**config.mk**
```make
export PLATFORM = sky130hd
export DESIGN_NAME = seq_divider
export DESIGN_NICKNAME = d
export VERILOG_FILES = /design/src/rtl/seq_divider_pkg.sv /design/src/rtl/div_ctrl.sv /design/src/rtl/div_iter.sv /design/src/rtl/seq_divider.sv
export SDC_FILE = /design/constraint.sdc
export NUM_CORES = 1
export LEC_CHECK = 0
export BUFFER_PORTS_ARGS = -buffer_cell sky130_fd_sc_hd__buf_2
export CAP_MARGIN = 10
export CORE_ASPECT_RATIO = 0.9
export CORE_MARGIN = 2
export CORE_UTILIZATION = 35
export CTS_CLUSTER_DIAMETER = 150
export DETAILED_ROUTE_END_ITERATION = 12
export GPL_ROUTABILITY_DRIVEN = 0
export HOLD_SLACK_MARGIN = 0.06
export MAX_ROUTING_LAYER = met4
export PLACE_DENSITY = 0.52
export REMOVE_ABC_BUFFERS = 1
export SETUP_SLACK_MARGIN = 0.4
export SYNTH_ARGS = -nofsm -noshare
export SYNTH_HDL_FRONTEND = slang
export SYNTH_SLANG_ARGS = --single-unit
```
**constraint.sdc**
```tcl
create_clock -name clk -period 4 [get_ports clk]
set_input_delay 0.4 -clock clk [delete_from_list [all_inputs] [get_ports clk]]
set_output_delay 0.4 -clock clk [all_outputs]
set_load 0.02 [all_outputs]
```
**src/rtl/seq_divider_pkg.sv**
```systemverilog
package seq_divider_pkg;
    typedef enum logic [2:0] {
        ST_IDLE    = 3'd0,
        ST_LOOP    = 3'd1,
        ST_SIGNFIX = 3'd2,
        ST_FINISH  = 3'd3,
        ST_ZERODIV = 3'd4
    } div_state_e;

    localparam int CAUSE_W = 5;
    localparam logic [CAUSE_W-1:0] CAUSE_DIV_ZERO = 5'd5;
endpackage

```
**src/rtl/div_ctrl.sv**
```systemverilog
module div_ctrl
    import seq_divider_pkg::*;
#(
    parameter int STEPS = 32
) (
    input  logic clk,
    input  logic rst_n,
    input  logic start_i,
    input  logic zero_div_i,
    output logic accept_o,
    output logic load_o,
    output logic step_o,
    output logic fix_o,
    output logic done_o,
    output logic busy_o
);
    localparam int CNT_W = (STEPS > 1) ? $clog2(STEPS) : 1;
    localparam logic [CNT_W-1:0] LAST = CNT_W'(STEPS - 1);

    div_state_e state_q, state_d;
    logic [CNT_W-1:0] cnt_q;

    // state register and step counter
    always_ff @(posedge clk) begin
        if (!rst_n) begin
            state_q <= ST_IDLE;
            cnt_q   <= '0;
        end else begin
            state_q <= state_d;
            if (state_q == ST_LOOP)
                cnt_q <= cnt_q + 1'b1;
            else
                cnt_q <= '0;
        end
    end

    // next state and outputs
    always_comb begin
        state_d  = state_q;
        accept_o = 1'b0;
        load_o   = 1'b0;
        step_o   = 1'b0;
        fix_o    = 1'b0;
        done_o   = 1'b0;
        busy_o   = 1'b1;
        unique case (state_q)
            ST_IDLE: begin
                busy_o = 1'b0;
                if (start_i) begin
                    accept_o = 1'b1;
                    if (zero_div_i) begin
                        state_d = ST_ZERODIV;
                    end else begin
                        load_o  = 1'b1;
                        state_d = ST_LOOP;
                    end
                end
            end
            ST_LOOP: begin
                step_o = 1'b1;
                if (cnt_q == LAST)
                    state_d = ST_SIGNFIX;
            end
            ST_SIGNFIX: begin
                fix_o   = 1'b1;
                state_d = ST_FINISH;
            end
            ST_FINISH: begin
                done_o  = 1'b1;
                state_d = ST_IDLE;
            end
            ST_ZERODIV: begin
                done_o  = 1'b1;
                state_d = ST_IDLE;
            end
            default: state_d = ST_IDLE;
        endcase
    end
endmodule

```
**src/rtl/div_iter.sv**
```systemverilog
module div_iter #(
    parameter int WIDTH = 32
) (
    input  logic             clk,
    input  logic             rst_n,
    input  logic             load_i,
    input  logic             step_i,
    input  logic             signed_i,
    input  logic [WIDTH-1:0] num_i,
    input  logic [WIDTH-1:0] den_i,
    output logic [WIDTH-1:0] result_o
);
    logic [WIDTH:0]   rem_q;
    logic [WIDTH-1:0] quo_q;
    logic [WIDTH-1:0] den_q;
    logic             neg_q;

    logic [WIDTH-1:0] num_mag, den_mag;
    logic [WIDTH:0]   shifted;
    logic [WIDTH+1:0] trial;
    logic             fits;

    always_comb begin
        num_mag = (signed_i && num_i[WIDTH-1]) ? (~num_i + 1'b1) : num_i;
        den_mag = (signed_i && den_i[WIDTH-1]) ? (~den_i + 1'b1) : den_i;
        shifted = {rem_q[WIDTH-1:0], quo_q[WIDTH-1]};
        trial   = {1'b0, shifted} - {2'b00, den_q};
        fits    = !trial[WIDTH+1];
        result_o = neg_q ? (~quo_q + 1'b1) : quo_q;
    end

    always_ff @(posedge clk) begin
        if (!rst_n) begin
            rem_q <= '0;
            quo_q <= '0;
            den_q <= '0;
            neg_q <= 1'b0;
        end else if (load_i) begin
            rem_q <= '0;
            quo_q <= num_mag;
            den_q <= den_mag;
            neg_q <= signed_i && (num_i[WIDTH-1] ^ den_i[WIDTH-1]);
        end else if (step_i) begin
            rem_q <= fits ? trial[WIDTH:0] : shifted;
            quo_q <= {quo_q[WIDTH-2:0], fits};
        end
    end
endmodule

```
**src/rtl/seq_divider.sv**
```systemverilog
module seq_divider
    import seq_divider_pkg::*;
#(
    parameter int WIDTH = 32
) (
    input  logic               clk,
    input  logic               rst_n,
    input  logic               start_i,
    input  logic               signed_i,
    input  logic [WIDTH-1:0]   dividend_i,
    input  logic [WIDTH-1:0]   divisor_i,
    input  logic               exc_enable_i,
    input  logic               dz_exc_mask_i,
    output logic [WIDTH-1:0]   quotient_o,
    output logic               done_o,
    output logic               dz_flag_o,
    output logic               exc_req_o,
    output logic [CAUSE_W-1:0] cause_o
);
    logic zero_div, accept, load, step, fix, busy_w;
    logic [WIDTH-1:0] iter_result;
    logic trap;

    assign zero_div = (divisor_i == '0);
    assign trap     = accept && zero_div && exc_enable_i && !dz_exc_mask_i;

    div_ctrl #(.STEPS(WIDTH)) u_ctrl (
        .clk        (clk),
        .rst_n      (rst_n),
        .start_i    (start_i),
        .zero_div_i (zero_div),
        .accept_o   (accept),
        .load_o     (load),
        .step_o     (step),
        .fix_o      (fix),
        .done_o     (done_o),
        .busy_o     (busy_w)
    );

    div_iter #(.WIDTH(WIDTH)) u_iter (
        .clk      (clk),
        .rst_n    (rst_n),
        .load_i   (load),
        .step_i   (step),
        .signed_i (signed_i),
        .num_i    (dividend_i),
        .den_i    (divisor_i),
        .result_o (iter_result)
    );

    // quotient register and status/trap registers
    always_ff @(posedge clk) begin
        if (!rst_n) begin
            quotient_o <= '0;
            dz_flag_o  <= 1'b0;
            exc_req_o  <= 1'b0;
            cause_o    <= '0;
        end else begin
            exc_req_o <= trap;
            if (trap)
                cause_o <= CAUSE_DIV_ZERO;
            if (accept)
                dz_flag_o <= zero_div;
            if (accept && zero_div)
                quotient_o <= '0;
            else if (fix)
                quotient_o <= iter_result;
        end
    end
endmodule

```
==> out/results.txt, run 1 <==
Status -> finished, final reports clean
Root Buffer -> clkbuf_16
Register area share after synthesis -> 0.305
Yosys top cell area share -> 0.305
Post-synth top area cell -> dfxtp_1
Worst-path cell chain -> inv_1 > ha_1 > fa_1 > nor2b_1 > o31ai_1 > a41oi_1 > o2111ai_1 > a2111oi_1 > nor3_1 > or3b_2 > a21oi_1
WP data arrival -> 3.72 ns
Netlist cell types -> 68
IO buf count -> 106
Most frequent cell after synthesis -> dfxtp_1
Buf/Inv on CP -> 1
Synthesized flop and latch total -> 140
Slowest stage delay, CP -> 0.58 ns
Clock latency on the worst-skew pair -> 0.44 ns
Die area -> 27600 µm²
Slowest library cell on the worst path -> a2111oi_1
DRC viols -> 0
Mean post-synth cell area -> 7.79 µm²
HP Class -> in2reg
Peak VDD IR -> 226 µV
WP data required -> 4.36 ns
Core area -> 25900 µm²
Yosys Warn Count -> 0
Synth Area in Adders -> 0.0526
Post-synth EDFFs -> 0
Setup CP Type -> reg2reg
Vias per inst -> 5.33
First-pass GRT wire length -> 42200 µm
Worst slack, placed -> 0.593 ns
Total chip power -> 0.00452 W
Antenna viol nets, final -> 0
Antenna diodes -> 0
Max Cap Viol -> 0
CP Launch Type -> register
Post-Syn Area -> 9190 µm²
Busiest grt layer -> met2
Flop-to-flop setup slack -> 0.64 ns
Synth Area in XOR/XNOR -> 0.101
H-tree levels -> 4
Initial Util -> 0.354
Final wirelength -> 26500 µm
Vias in the first global route -> 7771
Worst setup margin -> 0.642 ns
Grt ovf -> 0
RSZ-0062 raised after global routing -> true
Slew headroom -> 0.249
Clock buffer depth -> 2
Met1 usage -> 0.274
Fin. Hold Viols -> 0
Power per cell area -> 425 nW/µm²
Main combinational cell family by area after synthesis -> compound AO/OA/AOI/OAI gates
Mux cell area share after synthesis -> 0.0218
Layout Skew -> 0.0142 ns
Overall routing resource usage -> 0.198
CP max FO -> 4
Post-synth top cells -> dfxtp_1 (140), nand2_1 (118), nor2_1 (114), a21oi_1 (98), o21ai_0 (77)
Post-layout min period -> 3.36 ns
Synth Instances -> 1180
Area occupied by registers -> 2800 µm²
Met2 Usage GRT -> 0.303
Simple-gate portion of the synthesized area -> 0.196
Nets@finish -> 1363
Largest net degree at the start of global routing -> 57
I/O Pins -> 110
Highest clock rate -> 298 MHz
Utilization after layout -> 0.410
Ys async rst share -> 0
CTS tree -> done
CP delay by family, top -> compound AO/OA/AOI/OAI gates
Num CTS Buffers -> 17
# Post-CTS Setup Buffers -> 0
Final Max Tran Viols -> 0
Critical path endpoint category -> register
Clock transition at path regs -> 0.07 ns
FP Rows -> 56
Die Wd -> 175 µm
Iter 0 DRT Violations -> 543
Die Height -> 158 µm
Fill cell count -> 2724
Leak pwr -> 4.56 nW
Worst-margin pin slew -> 1.12 ns
Crit share post-route -> 0.840
Layout area overhead -> 15.8%
Compound-cell area share of the yosys netlist -> 0.265
Largest cells by area after synthesis -> dfxtp_1 (31%), a21oi_1 (5.3%), xor2_1 (5.2%)
WL per Instance -> 16.4 µm
Multi-input logic area -> 5890 µm²
Share of post-route cells with drive strength above 1 -> 0.144
Most used DFF post-synth -> dfxtp_1
Hold-fix buffers, CTS -> 0
Vias -> 8621
Post-DP HPWL -> 19500 µm
Antenna violations before repair -> 0
Met3 Usage GRT -> 0.0274
Drt pass-1 iters -> 4
Setup Viol. Count Final -> 0
Clock sink count -> 140
## what timing repair did
action                     CTS  global route
hold endpoints to repair     0             0
setup endpoints to repair    0             1
resized for setup            0             1
## sequential cells by signal (all words and copies together), names as in the netlist
register and flops:
dz_flag_o 1, u_ctrl.cnt_q 5, cause_o 1, exc_req_o 1, u_iter.den_q 32, u_ctrl.state_q 3
u_iter.neg_q 1, u_iter.rem_q 32, u_iter.quo_q 32, quotient_o 32
## metal layers
metal	share of wire	up-vias	routed length, µm
met1	0.51	4045	13500
met4	0.013	0	344
met2	0.44	167	11600
met5	0	-	0
met3	0.039	23	1040
li1	-	4386	-
## cell usage in the layout (no fill, tap or decap), types with 11 or more instances in the layout
cell type  instances
dfxtp_1          140
nand2_1          118
nor2_1           113
buf_2            106
a21oi_1           97
o21ai_0           77
inv_1             56
xor2_1            55
xnor2_1           51
a211oi_1          37
ha_1              37
o211a_1           27
nor3_1            26
nand3_1           24
o31ai_1           23
mux2i_1           20
buf_4             20
a221oi_1          18
a21o_1            17
clkbuf_16         17
or3_1             13
a31oi_1           13
and3_1            11
## area by class of cell
type	count	area share
well taps	348	0.0409
clock buffers	17	0.0400
clock inverters	15	0.0160
repair buffers	127	0.0659
inverters	58	0.0205
multi-input cells	911	0.553
flip-flops and latches	140	0.263
## where the power goes
group          switching [W]  internal [W]
registers          0.0000817       0.00148
clock network       0.000780      0.000845
logic               0.000782      0.000553
## through the flow
step           TNS, ns  std cells  cell area, µm²  hold WS (ns)
6_report             0       1616           10600         0.224
4_1_cts              0       1616           10600         0.218
3_5_place_dp         0       1584           10000         0.447
2_1_floorplan    -1.74       1109            8880         0.418
5_1_grt              0       1616           10600         0.214
3_3_place_gp         0       1584           10000         0.436
## kinds of logic (layout without fill, tap and decap cells)
logic type / after synthesis / in the layout
xor gates and xnor gates: 106 / 106
other: 1 / 3
buffers and inverters: 131 / 217
muxes: 20 / 20
and+or+nand+nor: 376 / 376
adders and majority gates: 38 / 38
AOI/OAI and AO/OA: 368 / 368
DFF: 140 / 140
## worst paths after layout
kind	cells after the start	end	startpoint
hold reg to reg	1	u_ctrl.cnt_q[0]$_SDFF_PN0_	u_ctrl.cnt_q[0]$_SDFF_PN0_
setup / recovery	11	u_iter.rem_q[30]$_SDFFE_PP0P_	u_iter.quo_q[31]$_SDFFE_PN0P_
setup reg to reg	11	u_iter.rem_q[30]$_SDFFE_PP0P_	u_iter.quo_q[31]$_SDFFE_PN0P_
hold / removal	2	exc_req_o$_SDFF_PN0_	exc_enable_i
No activity file was read; power rests on OpenSTA's default activity.
==> inputs of run 2 (changes only) <==
ABC_AREA = 1   (was default)
PLACE_DENSITY = 0.51   (was 0.52)
clock period = 3.2 ns   (was 4 ns; I/O delays follow)
==> run 2 against run 1 <==
Utilization decreased by 0.75 points. Synthesized area grew 19%. Fmax up 37%. Sequential cell count is the same. Final area rose by 16%. Die area rose by 18%. Highest routed layer unchanged.
==> out/results.txt, run 2 <==
Most frequent cell after synthesis -> nand2_1
Slew headroom -> 0.412
Initial Util -> 0.354
Slowest library cell on the worst path -> fa_1
Placed cells -> 2308
Worst setup margin -> 0.744 ns
CP max FO -> 4
WP data arrival -> 2.76 ns
Post-synth top area cell -> dfxtp_1
Final wirelength -> 36100 µm
Largest net degree at the start of global routing -> 63
Clock sink count -> 140
I/O Pins -> 110
Die area -> 32600 µm²
Antenna diodes -> 0
Worst slack, placed -> 0.602 ns
Synth Instances -> 1841
Mean post-synth cell area -> 5.92 µm²
Status -> finished, final reports clean
Critical path endpoint category -> register
Post-DP HPWL -> 27800 µm
CTS tree -> done
WL per Instance -> 15.4 µm
Hold WS -> 0.152 ns
Worst-margin pin slew -> 0.882 ns
P_int -> 0.00372 W
Ys async rst share -> 0
Post-synth top cells -> nand2_1 (553), inv_1 (270), nor2_1 (172), nand3_1 (145), dfxtp_1 (140)
Share of post-route cells with drive strength above 1 -> 0.102
Layout Skew -> 0.0131 ns
Vias -> 11.6k
Sw frac -> 0.371
Peak VDD IR -> 306 µV
Leak pwr -> 6.12 nW
Post-cts sizing count -> 0
Worst-path cell chain -> inv_1 > ha_1 > fa_1 > inv_1 > nand3_1 > nand2_1 > nand2_1 > nand2_1 > nand2_1 > nand2_1 > nand2_1 > nand3_1 > nand3_1 > nand2_1 > a21oi_1
Final Max Tran Viols -> 0
Yosys Warn Count -> 0
Vias per inst -> 4.97
Clock power share -> 0.375
Utilization after layout -> 0.403
Seq pwr share -> 0.335
Logic pwr share -> 0.290
Setup Viol. Count Final -> 0
Grt ovf -> 0
Clock transition at path regs -> 0.07 ns
# Post-CTS Setup Buffers -> 0
Overall routing resource usage -> 0.232
Power per cell area -> 477 nW/µm²
Post-Syn Area -> 10900 µm²
Iter 0 DRT Violations -> 956
RSZ-0062 raised after global routing -> false
CP delay by family, top -> simple AND/OR/NAND/NOR gates
Fill cell count -> 3410
First-pass GRT wire length -> 57600 µm
Clock latency on the worst-skew pair -> 0.44 ns
Area occupied by registers -> 2800 µm²
Most common cell after layout, fill and taps aside -> nand2_1
Antenna violations before repair -> 0
Root Buffer -> clkbuf_16
Crit share post-route -> 0.767
HP Class -> in2reg
Multi-input logic area -> 6700 µm²
Largest cells by area after synthesis -> dfxtp_1 (26%), nand2_1 (19%), inv_1 (9.3%)
Die Wd -> 190 µm
Layout area overhead -> 13.7%
H-tree levels -> 4
Fin cells -> 2340
Clock buffer depth -> 2
Flop-to-flop setup slack -> 0.74 ns
FP Rows -> 61
Drt pass-1 iters -> 5
Die Height -> 171 µm
CP most frequent cell -> nand2_1
Most used DFF post-synth -> dfxtp_1
Fin. Hold Viols -> 0
Commonest non-fill, non-tap cells in the layout -> nand2_1 (553), inv_1 (270), nor2_1 (171)
WP data required -> 3.51 ns
Post-layout min period -> 2.46 ns
Vias in the first global route -> 10.6k
Register area share after synthesis -> 0.257
Buf/Inv on CP -> 2
Max Cap Viol -> 0
DRC viols -> 0
Switching pwr -> 0.00219 W
CP Launch Type -> register
Synthesized flop and latch total -> 140
Post-synth EDFFs -> 0
Core area -> 30800 µm²
Yosys top cell area share -> 0.257
Slowest stage delay, CP -> 0.42 ns
Setup CP Type -> reg2reg
Antenna viol nets, final -> 0
Hold-fix buffers, CTS -> 0
Netlist cell types -> 46
Nets@finish -> 2026
Highest clock rate -> 407 MHz
IO buf count -> 106
Total chip power -> 0.00591 W
Num CTS Buffers -> 17
## run 2: power by group through the flow
stage | combinational [W] | sequential [W] | clock [W]
2_1_floorplan | 0.00113 | 0.00201 | 0
3_3_place_gp | 0.00170 | 0.00201 | 0
3_5_place_dp | 0.00170 | 0.00201 | 0
4_1_cts | 0.00171 | 0.00198 | 0.00226
5_1_grt | 0.00194 | 0.00200 | 0.00233
6_report | 0.00172 | 0.00198 | 0.00221
## run 2: path summary, 6_finish.rpt
check	from	end	depth (start not counted)
worst min register to register	u_ctrl.cnt_q[0]$_SDFF_PN0_	u_ctrl.cnt_q[0]$_SDFF_PN0_	1
worst max-delay path	u_iter.quo_q[31]$_SDFFE_PN0P_	u_iter.rem_q[28]$_SDFFE_PP0P_	15
worst min-delay path	dz_exc_mask_i	exc_req_o$_SDFF_PN0_	3
worst max register to register	u_iter.quo_q[31]$_SDFFE_PN0P_	u_iter.rem_q[28]$_SDFFE_PP0P_	15
## run 2: area by class of cell
cell class                      count  share of cell area
Timing Repair Buffer              124              0.0547
Multi-Input combinational cell   1352               0.541
Clock buffer                       17              0.0343
Inverter                          283              0.0857
Tap cell                          409              0.0413
Clock inverter                     15              0.0172
Sequential cell                   140               0.226
## run 2: worst reg2reg max path, delay by kind of cell, from the launching register on
family	cells	cell delay, ns
buffers and inverters	2	0.22
AOI/OAI and AO/OA	1	0.05
and+or+nand+nor	10	1.06
DFF	1	0.34
adders and majority gates	2	0.66
## run 2: kinds of logic after synthesis
family | synth area share
buffers and inverters | 0.130
XOR/XNOR | 0.0530
AO/OA/AOI/OAI | 0.127
other | 0.000344
adder cells (fa/ha/maj) | 0.0443
AND/OR/NAND/NOR | 0.388
flip-flops | 0.257
## run 2: per-stage QoR
step / area, µm² / TNS, ns
after floorplan: 10600 / -73.18
after global placement: 11800 / 0
after detailed placement: 11800 / 0
after CTS: 12400 / 0
after global routing: 12400 / 0
final: 12400 / 0
## run 2: routing by layer
layer / track usage / vias up / wire length (µm)
met1: 0.343 / 5278 / 19000
li1: - / 5998 / -
met5: - / - / 0
met2: 0.320 / 325 / 14400
met3: 0.0433 / 26 / 2160
met4: 0.0549 / 0 / 484
==> inputs of run 3 (changes only) <==
ABC_AREA = 0   (was 1)
PLACE_DENSITY = 0.52   (was 0.51)
clock period = 2.45 ns   (was 3.2 ns; I/O delays follow)
==> run 3 against run 2 <==
The run now ends with setup timing left. Global-route usage grew 1.7 points. Sequential share of layout area shrank 4.1 points. Worst setup slack worse by 1.0 ns. Highest routed layer unchanged.
==> out/results.txt, run 3 (synthesis gave the netlist of run 1 again) <==
Antenna diodes -> 0
CP delay by family, top -> simple AND/OR/NAND/NOR gates
Fill cell count -> 2253
Post-layout min period -> 2.71 ns
Clock transition at path regs -> 0.08 ns
Clock latency on the worst-skew pair -> 0.44 ns
Slowest stage delay, CP -> 0.56 ns
HP Class -> in2reg
Vias in the first global route -> 9865
Buf/Inv on CP -> 0
Antenna violations before repair -> 0
Final Max Tran Viols -> 0
Layout area overhead -> 66.0%
Max Cap Viol -> 0
Die Wd -> 175 µm
Die Height -> 158 µm
Grt ovf -> 0
DRC viols -> 0
Core area -> 25900 µm²
Largest net degree at the start of global routing -> 62
Antenna viol nets, final -> 0
Worst-margin pin slew -> 0.770 ns
Setup CP Type -> reg2reg
Vias -> 10.3k
RSZ-0062 raised after global routing -> true
Worst-path cell chain -> or4_4 > nor4_4 > nand2b_1 > or3b_4 > or3_4 > o41ai_4 > xor2_1 > a211oi_1
Final wirelength -> 34200 µm
Setup Viol. Count Final -> 42
Num CTS Buffers -> 17
Worst slack, placed -> -0.552 ns
Peak VDD IR -> 400 µV
Clock buffer depth -> 2
WL per Instance -> 17.8 µm
First-pass GRT wire length -> 52800 µm
Slew headroom -> 0.486
Most common cell after layout, fill and taps aside -> buf_4
Failing checks -> setup timing
WP data arrival -> 3.00 ns
Critical path endpoint category -> register
Iter 0 DRT Violations -> 564
Commonest non-fill, non-tap cells in the layout -> buf_4 (239), dfxtp_1 (127), buf_2 (103)
Share of post-route cells with drive strength above 1 -> 0.454
Die area -> 27600 µm²
Leak pwr -> 6.68 nW
Status -> complete, but fails checks
H-tree levels -> 4
Crit share post-route -> 1.10
Nets@finish -> 1672
Slowest library cell on the worst path -> or4_4
WP data required -> 2.75 ns
IO buf count -> 106
Initial Util -> 0.354
Drt pass-1 iters -> 6
Power per cell area -> 622 nW/µm²
CP Launch Type -> register
Hold WS -> 0.115 ns
Root Buffer -> clkbuf_16
Worst setup margin -> -0.256 ns
Post-DP HPWL -> 21700 µm
Highest clock rate -> 369 MHz
Overall routing resource usage -> 0.249
Fin. Hold Viols -> 0
CP max FO -> 2
Area occupied by registers -> 2820 µm²
Vias per inst -> 5.35
Multi-input logic area -> 7270 µm²
Clock sink count -> 140
FP Rows -> 56
CTS tree -> done
Layout Skew -> 0.0150 ns
I/O Pins -> 110
Setup TNS -> -7.02 ns
-- run 3: per-layer routing --
layer  up-vias  part of all wire  global-route usage  wire length [µm]
met4         0             0.022              0.0718               744
li1       5031                 -                   -                 -
met5         -                 0                   -                 0
met2       286              0.48               0.415             16300
met3        52             0.041              0.0286              1400
met1      4926              0.46               0.319             15800
-- run 3: what timing repair did --
action | in CTS | in global routing
hold endpoints to repair | 1 | 0
buffers inserted | 60 | 17
endpoints found under the setup margin | 137 | 136
cloned | 19 | 0
hold buffers | 1 | 0
gates resized for setup | 279 | 126
pin swaps | 129 | 78
-- run 3: worst reg2reg max path: stages (launching register included) --
cell and delay [ns]:
dfxtp_2 0.33, or4_4 0.56, nor4_4 0.22, nand2b_1 0.14, or3b_4 0.41, or3_4 0.40, o41ai_4 0.22, xor2_1 0.18
a211oi_1 0.08
-- run 3: worst paths after layout --
| path | from | end | slack, ns | depth (start not counted) |
|---|---|---|---|---|
| max | u_iter.quo_q[9]$_SDFFE_PN0P_ | quotient_o[30]$_SDFFE_PP0P_ | -0.26 | 8 |
| min | dz_exc_mask_i | exc_req_o$_SDFF_PN0_ | 0.11 | 3 |
| max reg2reg | u_iter.quo_q[9]$_SDFFE_PN0P_ | quotient_o[30]$_SDFFE_PP0P_ | -0.26 | 8 |
| min reg2reg | quotient_o[31]$_SDFFE_PP0P_ | quotient_o[31]$_SDFFE_PP0P_ | 0.45 | 2 |
-- run 3: stage by stage --
step	cells	total power, W	util	cell area [µm²]
after floorplan	1109	0.00412	-	8880
after CTS	1908	0.00910	0.561	14600
final	1925	0.00949	0.588	15300
after detailed placement	1796	0.00536	0.452	11700
after global placement	1796	0.00535	0.452	11700
after global routing	1925	0.00991	0.588	15300
-- run 3: final cells by class --
class | count | area share
clock inverters | 15 | 0.0126
clock buffers | 17 | 0.0279
multi-input cells | 911 | 0.477
well taps | 348 | 0.0286
flip-flops and latches | 140 | 0.185
inverters | 58 | 0.0146
repair buffers | 436 | 0.255
-- run 3: report_power, final --
| group | switching [W] | internal (W) | total, W |
|---|---|---|---|
| Combinational | 0.00203 | 0.00216 | 0.00420 |
| Clock | 0.00128 | 0.00148 | 0.00275 |
| Sequential | 0.000119 | 0.00242 | 0.00254 |
| Total | 0.00343 | 0.00606 | 0.00949 |
